[src/rtl/mw_pkg.sv]
package mw_pkg;

  typedef enum logic [2:0] {
    ST_IDLE,
    ST_CMD,
    ST_DATA,
    ST_READ,
    ST_ARMED,
    ST_HOLD
  } mw_state_e;

  typedef enum logic [1:0] {
    K_WRITE,
    K_ERASE,
    K_ERAL,
    K_WRAL
  } mw_kind_e;

  localparam logic [1:0] OP_SPECIAL = 2'b00;
  localparam logic [1:0] OP_WRITE   = 2'b01;
  localparam logic [1:0] OP_READ    = 2'b10;
  localparam logic [1:0] OP_ERASE   = 2'b11;

  localparam logic [1:0] SUB_DIS  = 2'b00;
  localparam logic [1:0] SUB_WRAL = 2'b01;
  localparam logic [1:0] SUB_ERAL = 2'b10;
  localparam logic [1:0] SUB_EN   = 2'b11;

endpackage

[src/rtl/mw_pins.sv]
module mw_pins #(
  parameter int CS_MIN = 4
) (
  input  logic clk,
  input  logic rst_n,
  input  logic cs_i,
  input  logic sk_i,
  output logic sk_rise_o,
  output logic cs_fall_o,
  output logic cs_rise_o,
  output logic desel_ok_o
);

  localparam int DW = $clog2(CS_MIN + 1) + 1;

  logic          sk_q, cs_q;
  logic [DW-1:0] low_q, low_d;

  always_comb begin
    low_d = low_q;
    if (cs_i)
      low_d = '0;
    else if (low_q < DW'(CS_MIN))
      low_d = low_q + 1'b1;
  end

  always_ff @(posedge clk or negedge rst_n) begin
    if (!rst_n) begin
      sk_q  <= 1'b0;
      cs_q  <= 1'b0;
      low_q <= '0;
    end else begin
      sk_q  <= sk_i;
      cs_q  <= cs_i;
      low_q <= low_d;
    end
  end

  assign sk_rise_o  = sk_i & ~sk_q;
  assign cs_fall_o  = ~cs_i & cs_q;
  assign cs_rise_o  = cs_i & ~cs_q;
  assign desel_ok_o = (low_q >= DW'(CS_MIN));

endmodule

[src/rtl/mw_timer.sv]
module mw_timer #(
  parameter int WR_CYCLES = 200
) (
  input  logic clk,
  input  logic rst_n,
  input  logic go_i,
  output logic busy_o,
  output logic commit_o
);

  localparam int CW = $clog2(WR_CYCLES + 1);

  logic          busy_q, busy_d;
  logic [CW-1:0] cnt_q, cnt_d;
  logic          last;

  assign last = (cnt_q == CW'(WR_CYCLES - 1));

  always_comb begin
    busy_d = busy_q;
    cnt_d  = cnt_q;
    if (go_i) begin
      busy_d = 1'b1;
      cnt_d  = '0;
    end else if (busy_q) begin
      if (last)
        busy_d = 1'b0;
      else
        cnt_d = cnt_q + 1'b1;
    end
  end

  always_ff @(posedge clk or negedge rst_n) begin
    if (!rst_n) begin
      busy_q <= 1'b0;
      cnt_q  <= '0;
    end else begin
      busy_q <= busy_d;
      cnt_q  <= cnt_d;
    end
  end

  assign busy_o   = busy_q;
  assign commit_o = busy_q & last;


  no_restart_chk: assert property (@(posedge clk) disable iff (!rst_n)
    go_i |-> !busy_q);

endmodule

[src/rtl/mw_array.sv]
module mw_array import mw_pkg::*; #(
  parameter int ADDR_W = 8,
  parameter int DATA_W = 16
) (
  input  logic              clk,
  input  logic              rst_n,
  input  logic              commit_i,
  input  mw_kind_e          kind_i,
  input  logic [ADDR_W-1:0] addr_i,
  input  logic [DATA_W-1:0] data_i,
  input  logic [ADDR_W-1:0] rd_addr_i,
  output logic [DATA_W-1:0] rd_word_o
);

  localparam int DEPTH = 1 << ADDR_W;

  logic [DATA_W-1:0] mem [DEPTH];
  logic              bulk;
  logic [DATA_W-1:0] val;

  always_comb begin
    bulk = (kind_i == K_ERAL) || (kind_i == K_WRAL);
    val  = ((kind_i == K_ERASE) || (kind_i == K_ERAL)) ? '1 : data_i;
  end

  always_ff @(posedge clk) begin
    if (commit_i) begin
      for (int i = 0; i < DEPTH; i++) begin
        if (bulk || (addr_i == ADDR_W'(i)))
          mem[i] <= val;
      end
    end
  end

  assign rd_word_o = mem[rd_addr_i];


  eral_ones_chk: assert property (@(posedge clk) disable iff (!rst_n)
    (commit_i && kind_i == K_ERAL) |=> (mem[0] == '1 && mem[DEPTH-1] == '1));


  wral_fill_chk: assert property (@(posedge clk) disable iff (!rst_n)
    (commit_i && kind_i == K_WRAL) |=>
      (mem[0] == $past(data_i) && mem[DEPTH-1] == $past(data_i)));


  word_write_chk: assert property (@(posedge clk) disable iff (!rst_n)
    (commit_i && kind_i == K_WRITE) |=> (mem[$past(addr_i)] == $past(data_i)));

endmodule

[src/rtl/mw_ctrl.sv]
module mw_ctrl import mw_pkg::*; #(
  parameter int ADDR_W = 8,
  parameter int DATA_W = 16
) (
  input  logic              clk,
  input  logic              rst_n,
  input  logic              cs_i,
  input  logic              di_i,
  input  logic              sk_rise_i,
  input  logic              cs_fall_i,
  input  logic              cs_rise_i,
  input  logic              desel_ok_i,
  input  logic              busy_i,
  input  logic [DATA_W-1:0] rd_word_i,
  output logic              prog_go_o,
  output mw_kind_e          prog_kind_o,
  output logic [ADDR_W-1:0] addr_o,
  output logic [DATA_W-1:0] data_o,
  output logic              do_o,
  output logic              do_en_o
);

  localparam int CMD_W   = 2 + ADDR_W;
  localparam int CNT_MAX = (DATA_W > CMD_W) ? DATA_W : CMD_W;
  localparam int CNT_W   = $clog2(CNT_MAX + 1);

  mw_state_e         st_q, st_d;
  logic [CNT_W-1:0]  cnt_q, cnt_d;
  logic [CMD_W-1:0]  sh_q, sh_d;
  logic [DATA_W-1:0] dat_q, dat_d;
  logic [ADDR_W-1:0] addr_q, addr_d;
  mw_kind_e          kind_q, kind_d;
  logic              wen_q, wen_d;
  logic              pend_q, pend_d;
  logic              stat_q, stat_d;
  logic              rd_q, rd_d;
  logic              bit_q, bit_d;
  logic              go;

  logic [CMD_W-1:0]  frame;
  logic [1:0]        op, sub;

  assign frame = {sh_q[CMD_W-2:0], di_i};
  assign op    = frame[CMD_W-1 -: 2];
  assign sub   = frame[ADDR_W-1 -: 2];

  always_comb begin
    st_d   = st_q;
    cnt_d  = cnt_q;
    sh_d   = sh_q;
    dat_d  = dat_q;
    addr_d = addr_q;
    kind_d = kind_q;
    wen_d  = wen_q;
    pend_d = pend_q;
    stat_d = stat_q;
    rd_d   = rd_q;
    bit_d  = bit_q;
    go     = 1'b0;

    if (!cs_i) begin
      if (cs_fall_i && st_q == ST_ARMED) begin
        go     = 1'b1;
        pend_d = 1'b1;
      end
      st_d   = ST_IDLE;
      rd_d   = 1'b0;
      stat_d = 1'b0;
    end else if (cs_rise_i) begin
      stat_d = pend_q & desel_ok_i;
    end else if (sk_rise_i && !busy_i) begin
      unique case (st_q)
        ST_IDLE: begin
          if (di_i) begin
            st_d   = ST_CMD;
            cnt_d  = '0;
            stat_d = 1'b0;
            pend_d = 1'b0;
          end
        end
        ST_CMD: begin
          sh_d  = frame;
          cnt_d = cnt_q + 1'b1;
          if (cnt_q == CNT_W'(CMD_W - 1)) begin
            addr_d = frame[ADDR_W-1:0];
            cnt_d  = '0;
            st_d   = ST_HOLD;
            unique case (op)
              OP_READ: begin
                st_d  = ST_READ;
                rd_d  = 1'b1;
                bit_d = 1'b0;
              end
              OP_WRITE: begin
                kind_d = K_WRITE;
                if (wen_q) st_d = ST_DATA;
              end
              OP_ERASE: begin
                kind_d = K_ERASE;
                if (wen_q) st_d = ST_ARMED;
              end
              default: begin
                unique case (sub)
                  SUB_EN:  wen_d = 1'b1;
                  SUB_DIS: wen_d = 1'b0;
                  SUB_ERAL: begin
                    kind_d = K_ERAL;
                    if (wen_q) st_d = ST_ARMED;
                  end
                  default: begin
                    kind_d = K_WRAL;
                    if (wen_q) st_d = ST_DATA;
                  end
                endcase
              end
            endcase
          end
        end
        ST_DATA: begin
          dat_d = {dat_q[DATA_W-2:0], di_i};
          cnt_d = cnt_q + 1'b1;
          if (cnt_q == CNT_W'(DATA_W - 1))
            st_d = ST_ARMED;
        end
        ST_READ: begin
          if (cnt_q == '0) begin
            bit_d = rd_word_i[DATA_W-1];
            dat_d = {rd_word_i[DATA_W-2:0], 1'b0};
            cnt_d = 1'b1;
          end else if (cnt_q < CNT_W'(DATA_W)) begin
            bit_d = dat_q[DATA_W-1];
            dat_d = {dat_q[DATA_W-2:0], 1'b0};
            cnt_d = cnt_q + 1'b1;
          end
        end
        default: ;
      endcase
    end
  end

  always_ff @(posedge clk or negedge rst_n) begin
    if (!rst_n) begin
      st_q   <= ST_IDLE;
      cnt_q  <= '0;
      sh_q   <= '0;
      dat_q  <= '0;
      addr_q <= '0;
      kind_q <= K_WRITE;
      wen_q  <= 1'b0;
      pend_q <= 1'b0;
      stat_q <= 1'b0;
      rd_q   <= 1'b0;
      bit_q  <= 1'b0;
    end else begin
      st_q   <= st_d;
      cnt_q  <= cnt_d;
      sh_q   <= sh_d;
      dat_q  <= dat_d;
      addr_q <= addr_d;
      kind_q <= kind_d;
      wen_q  <= wen_d;
      pend_q <= pend_d;
      stat_q <= stat_d;
      rd_q   <= rd_d;
      bit_q  <= bit_d;
    end
  end

  assign prog_go_o   = go;
  assign prog_kind_o = kind_q;
  assign addr_o      = addr_q;
  assign data_o      = dat_q;
  assign do_en_o     = cs_i & (stat_q | rd_q);
  assign do_o        = stat_q ? ~busy_i : bit_q;


  go_enabled_chk: assert property (@(posedge clk) disable iff (!rst_n)
    prog_go_o |-> wen_q);

endmodule

[src/rtl/mw_eeprom.sv]
module mw_eeprom import mw_pkg::*; #(
  parameter int ADDR_W    = 8,
  parameter int DATA_W    = 16,
  parameter int WR_CYCLES = 200,
  parameter int CS_MIN    = 4
) (
  input  logic clk,
  input  logic rst_n,
  input  logic cs_i,
  input  logic sk_i,
  input  logic di_i,
  output logic do_o,
  output logic do_en_o
);

  logic              rst_s1, rst_s;
  logic              sk_rise, cs_fall, cs_rise, desel_ok;
  logic              busy, commit, go;
  mw_kind_e          kind;
  logic [ADDR_W-1:0] addr;
  logic [DATA_W-1:0] data, rd_word;

  always_ff @(posedge clk or negedge rst_n) begin
    if (!rst_n) begin
      rst_s1 <= 1'b0;
      rst_s  <= 1'b0;
    end else begin
      rst_s1 <= 1'b1;
      rst_s  <= rst_s1;
    end
  end

  mw_pins #(.CS_MIN(CS_MIN)) u_pins (
    .clk(clk), .rst_n(rst_s), .cs_i(cs_i), .sk_i(sk_i),
    .sk_rise_o(sk_rise), .cs_fall_o(cs_fall), .cs_rise_o(cs_rise),
    .desel_ok_o(desel_ok)
  );

  mw_ctrl #(.ADDR_W(ADDR_W), .DATA_W(DATA_W)) u_ctrl (
    .clk(clk), .rst_n(rst_s), .cs_i(cs_i), .di_i(di_i),
    .sk_rise_i(sk_rise), .cs_fall_i(cs_fall), .cs_rise_i(cs_rise),
    .desel_ok_i(desel_ok), .busy_i(busy), .rd_word_i(rd_word),
    .prog_go_o(go), .prog_kind_o(kind), .addr_o(addr), .data_o(data),
    .do_o(do_o), .do_en_o(do_en_o)
  );

  mw_timer #(.WR_CYCLES(WR_CYCLES)) u_timer (
    .clk(clk), .rst_n(rst_s), .go_i(go), .busy_o(busy), .commit_o(commit)
  );

  mw_array #(.ADDR_W(ADDR_W), .DATA_W(DATA_W)) u_array (
    .clk(clk), .rst_n(rst_s), .commit_i(commit), .kind_i(kind),
    .addr_i(addr), .data_i(data), .rd_addr_i(addr), .rd_word_o(rd_word)
  );


  busy_start_chk: assert property (@(posedge clk) disable iff (!rst_s)
    $rose(busy) |-> $past(cs_fall));

endmodule

[config.mk]
export PLATFORM = sky130hd
export DESIGN_NAME = mw_eeprom
export DESIGN_NICKNAME = d
export VERILOG_FILES = /design/src/rtl/mw_pkg.sv /design/src/rtl/mw_pins.sv /design/src/rtl/mw_timer.sv /design/src/rtl/mw_array.sv /design/src/rtl/mw_ctrl.sv /design/src/rtl/mw_eeprom.sv
export SDC_FILE = /design/constraint.sdc
export NUM_CORES = 2
export LEC_CHECK = 0
export BUFFER_PORTS_ARGS = -buffer_cell sky130_fd_sc_hd__buf_4
export CAP_MARGIN = 20
export CORE_MARGIN = 1.5
export CORE_UTILIZATION = 29
export CTS_CLUSTER_SIZE = 20
export DETAILED_ROUTE_END_ITERATION = 8
export PLACE_DENSITY = 0.45
export SLEW_MARGIN = 20
export SYNTH_ARGS = -nofsm -noshare
export SYNTH_HDL_FRONTEND = slang
export SYNTH_SLANG_ARGS = --single-unit
[constraint.sdc]
create_clock -name clk -period 4.61 [get_ports clk]
set_clock_uncertainty 0.2 [all_clocks]
set_input_delay 0.2305 -clock clk [delete_from_list [all_inputs] [get_ports clk]]
set_output_delay 0.2305 -clock clk [all_outputs]
set_load 0.005 [all_outputs]
==> flow_metrics.tcl <==
set metrics [dict create \
    outcome "finished clean" \
    r2r-end "u_ctrl.data_o[2]$_DFFE_PN0P_" \
    fin_crit_ns 4.47 \
    grt_overflow 0 \
    fillerInstances 51600 \
    ys.flop_type "edfxtp_1" \
    fin_ws_ns 0.145 \
    crit_cells 8 \
    max_stage_delay_ns 0.87 \
    hold_path_class "input port to flop" \
    setup_viol 0 \
    cts_buffer_depth 4 \
    grt_pass1_vias 80944 \
    path_class "flop to flop" \
    fin_tns_setup_ns 0 \
    postPlaceCellArea_um2 177000 \
    finalHoldViolations 0 \
    chipHeight_um 750 \
    syn_to_final_growth_pct 18.1 \
    p_leak_nw 47.1 \
    powerDensity_nw_per_um2 398 \
    cp_top_family "compound AO/OA/AOI/OAI gates" \
    end_kind "flop" \
    mostFrequentLayoutCells "edfxtp_1, mux4_2, buf_4" \
    rows 274 \
    cap_violations 0 \
    dieArea_um2 563000 \
    fin_area_um2 191000 \
    nNetsFinal 7909 \
    clkPwrFrac 0.462 \
    pwr-share-seq 0.538 \
    htreeDepth 5 \
    antenna_found_initial 23 \
    vias_per_cell 5.01 \
    groute.usage.overall 0.171 \
    ir_worst_vdd_uv 305 \
    synth_edf_count 4096 \
    min_period_over_period 0.969 \
    grt_max_degree 185 \
    tritoncts "done" \
    cp_slowest_cell "a2111oi_1" \
    cts-root-buf "clkbuf_16" \
    core_um2 556000 \
    num_vias 78813 \
    final_common_cell "edfxtp_1" \
    globalplace.congestion 0.833 \
    grt_pass1_wl_um 675000 \
    wirelength_um 491000 \
    comb_power_share 0 \
    reg2reg_depth 8 \
    drive_above_1_share 0.338 \
    syn_inst 7210 \
    whs_ns 0.0997 \
    port_buffers 6 \
    critPathCapture "u_ctrl.data_o[2]$_DFFE_PN0P_" \
    yosys_warnings 0 \
    tightestPinTransition_ns 1.31 \
    synth_nets 7226 \
    netlist_area_um2 162000 \
    dr.pass1.iters 5 \
    numCtsBuffers 447 \
    rsz0062_at_grt "no" \
    drtAntennaViolNets 0 \
    postSynthAreaPerCell_um2 22.4 \
    synthArstFlopShare 0.0156 \
    fmax_mhz 224 \
    pin_count 7 \
    yosysSeqAreaShare 0.770 \
    synth.distinct_cells 78 \
    critical_path_peak_fanout 69 \
    cts_num_sinks 4161 \
    drv_slew 0 \
    p_int_w 0.0610 \
    dp_hpwl_um 294000 \
    cp.arrival_ns 5.19 \
    sw_frac_of_total 0.198 \
    critPathLaunchType "flop" \
    clkLatencyLatePin_ns 1.03 \
    synth_seq_cells 4161 \
    relSlewSlack 0.129 \
    dp_slack_ns -0.332 \
    critical_path.cell_chain "buf_12 -> buf_12 -> mux4_2 -> mux4_2 -> a2111oi_1 -> buf_4 -> a31oi_1 -> a31o_1" \
    drc_errors 0 \
    required_ns 5.33 \
    crit_start "u_ctrl.addr_o[1]$_DFFE_PN0P_" \
    wire_per_inst_um 31.2 \
    r2r_setup_slack_ns 0.14 \
    first_iter_violations 8568 \
    clk_pin_slew_ns 0.07 \
    fp.dieW_um 750 \
    cp.buffers_inverters 3 \
    p_sw_w 0.0151 \
    rr_startpoint "u_ctrl.addr_o[1]$_DFFE_PN0P_" \
    start_util 0.291 \
]
-- sequential cells by signal (all words and copies together), names as in the netlist, 2 cells and up --
signal	count
u_array.mem	4096
u_ctrl.addr_o	8
u_ctrl.cnt_q	5
u_ctrl.data_o	16
u_ctrl.prog_kind_o	2
u_ctrl.sh_q	9
u_ctrl.st_q	3
u_pins.low_q	4
u_timer.cnt_q	8
-- cells by family after synthesis --
kind of cell               Yosys count  share of synthesized area
adders and majority gates           11                   0.000850
AOI/OAI and AO/OA                  587                     0.0225
other                                1                  0.0000232
muxes                             1363                      0.174
buffers and inverters              461                     0.0152
DFF                               4161                      0.770
and+or+nand+nor                    618                     0.0166
xor gates and xnor gates             8                   0.000433
-- how the worst min path moves through the flow --
stage | from | slack (ns) | depth (start not counted) | endpoint
global route | di_i | 0.1 | 5 | u_ctrl.cnt_q[1]$_DFFE_PN0P_
finish | di_i | 0.1 | 5 | u_ctrl.cnt_q[4]$_DFFE_PN0P_
CTS | di_i | 0.0004 | 5 | u_ctrl.cnt_q[1]$_DFFE_PN0P_
detailed placement | rst_n | -0.19 | 1 | rst_s1$_DFF_PN0_
global placement | rst_n | -0.19 | 1 | rst_s1$_DFF_PN0_
floorplan | rst_n | -0.27 | 0 | rst_s$_DFF_PN0_
-- what timing repair did --
| action | in CTS | in global routing |
|---|---|---|
| endpoints found under the setup margin | 3 | 0 |
| buffers inserted | 6 | 0 |
| endpoints found under the hold margin | 36 | 0 |
| resized for setup | 1 | 0 |
| hold buffers | 10 | 0 |
-- layout make-up --
class                           count  area [um^2]  area share
Sequential cell                  4161       125000       0.652
Multi-Input combinational cell   2588        36100       0.189
Clock buffer                      547        11700      0.0613
Tap cell                         7452         9320      0.0488
Timing Repair Buffer              679         6670      0.0349
Clock inverter                    265         2550      0.0133
Inverter                           16         60.1    0.000314
Antenna cell                        9         22.5    0.000118
-- worst reg2reg max path: cells and delay by family, from the launching register on --
family	cells	cell delay [ns]
buffers and inverters	3	0.96
multiplexers	2	1.12
flip-flops	1	0.82
AO/OA/AOI/OAI	3	1.28
-- synth_stat cells, drive strengths merged, types with 25 or more instances --
cell type	count	area share
mux2i	186	0.012
buf	246	0.010
nor2	114	0.0027
nor3	36	0.0011
o22ai	28	0.0011
nand3	25	0.00077
edfxtp	4096	0.76
clkbuf	199	0.0046
o21ai	53	0.0016
nand2b	30	0.0012
dfrtp	65	0.010
a21oi	286	0.0088
mux4	1162	0.16
nand2	345	0.0080
a22oi	80	0.0037
-- through the flow --
stage               instances  utilization  power, W
detailed placement      14879        0.317    0.0417
global route            15709        0.343    0.0782
global placement        14878        0.317    0.0417
CTS                     15707        0.343    0.0769
finish                  15717        0.343    0.0761
floorplan                7210            -    0.0417
-- power groups by stage --
stage                      logic, W  clock network (W)  registers [W]
after CTS                 0.0000286             0.0359         0.0409
after floorplan           0.0000115                  0         0.0417
after detailed placement  0.0000210                  0         0.0417
final                     0.0000283             0.0351         0.0409
after global routing      0.0000312             0.0373         0.0409
after global placement    0.0000206                  0         0.0417
-- metal layers --
layer  GRT usage  vias up  wire length [um]
li1            -    31994                 -
met1       0.234    43689            210000
met2       0.279     2510            235000
met3      0.0316      620             30900
met4      0.0504        0             15400
met5           0        -                 0
(Power assumes the default switching activity.)
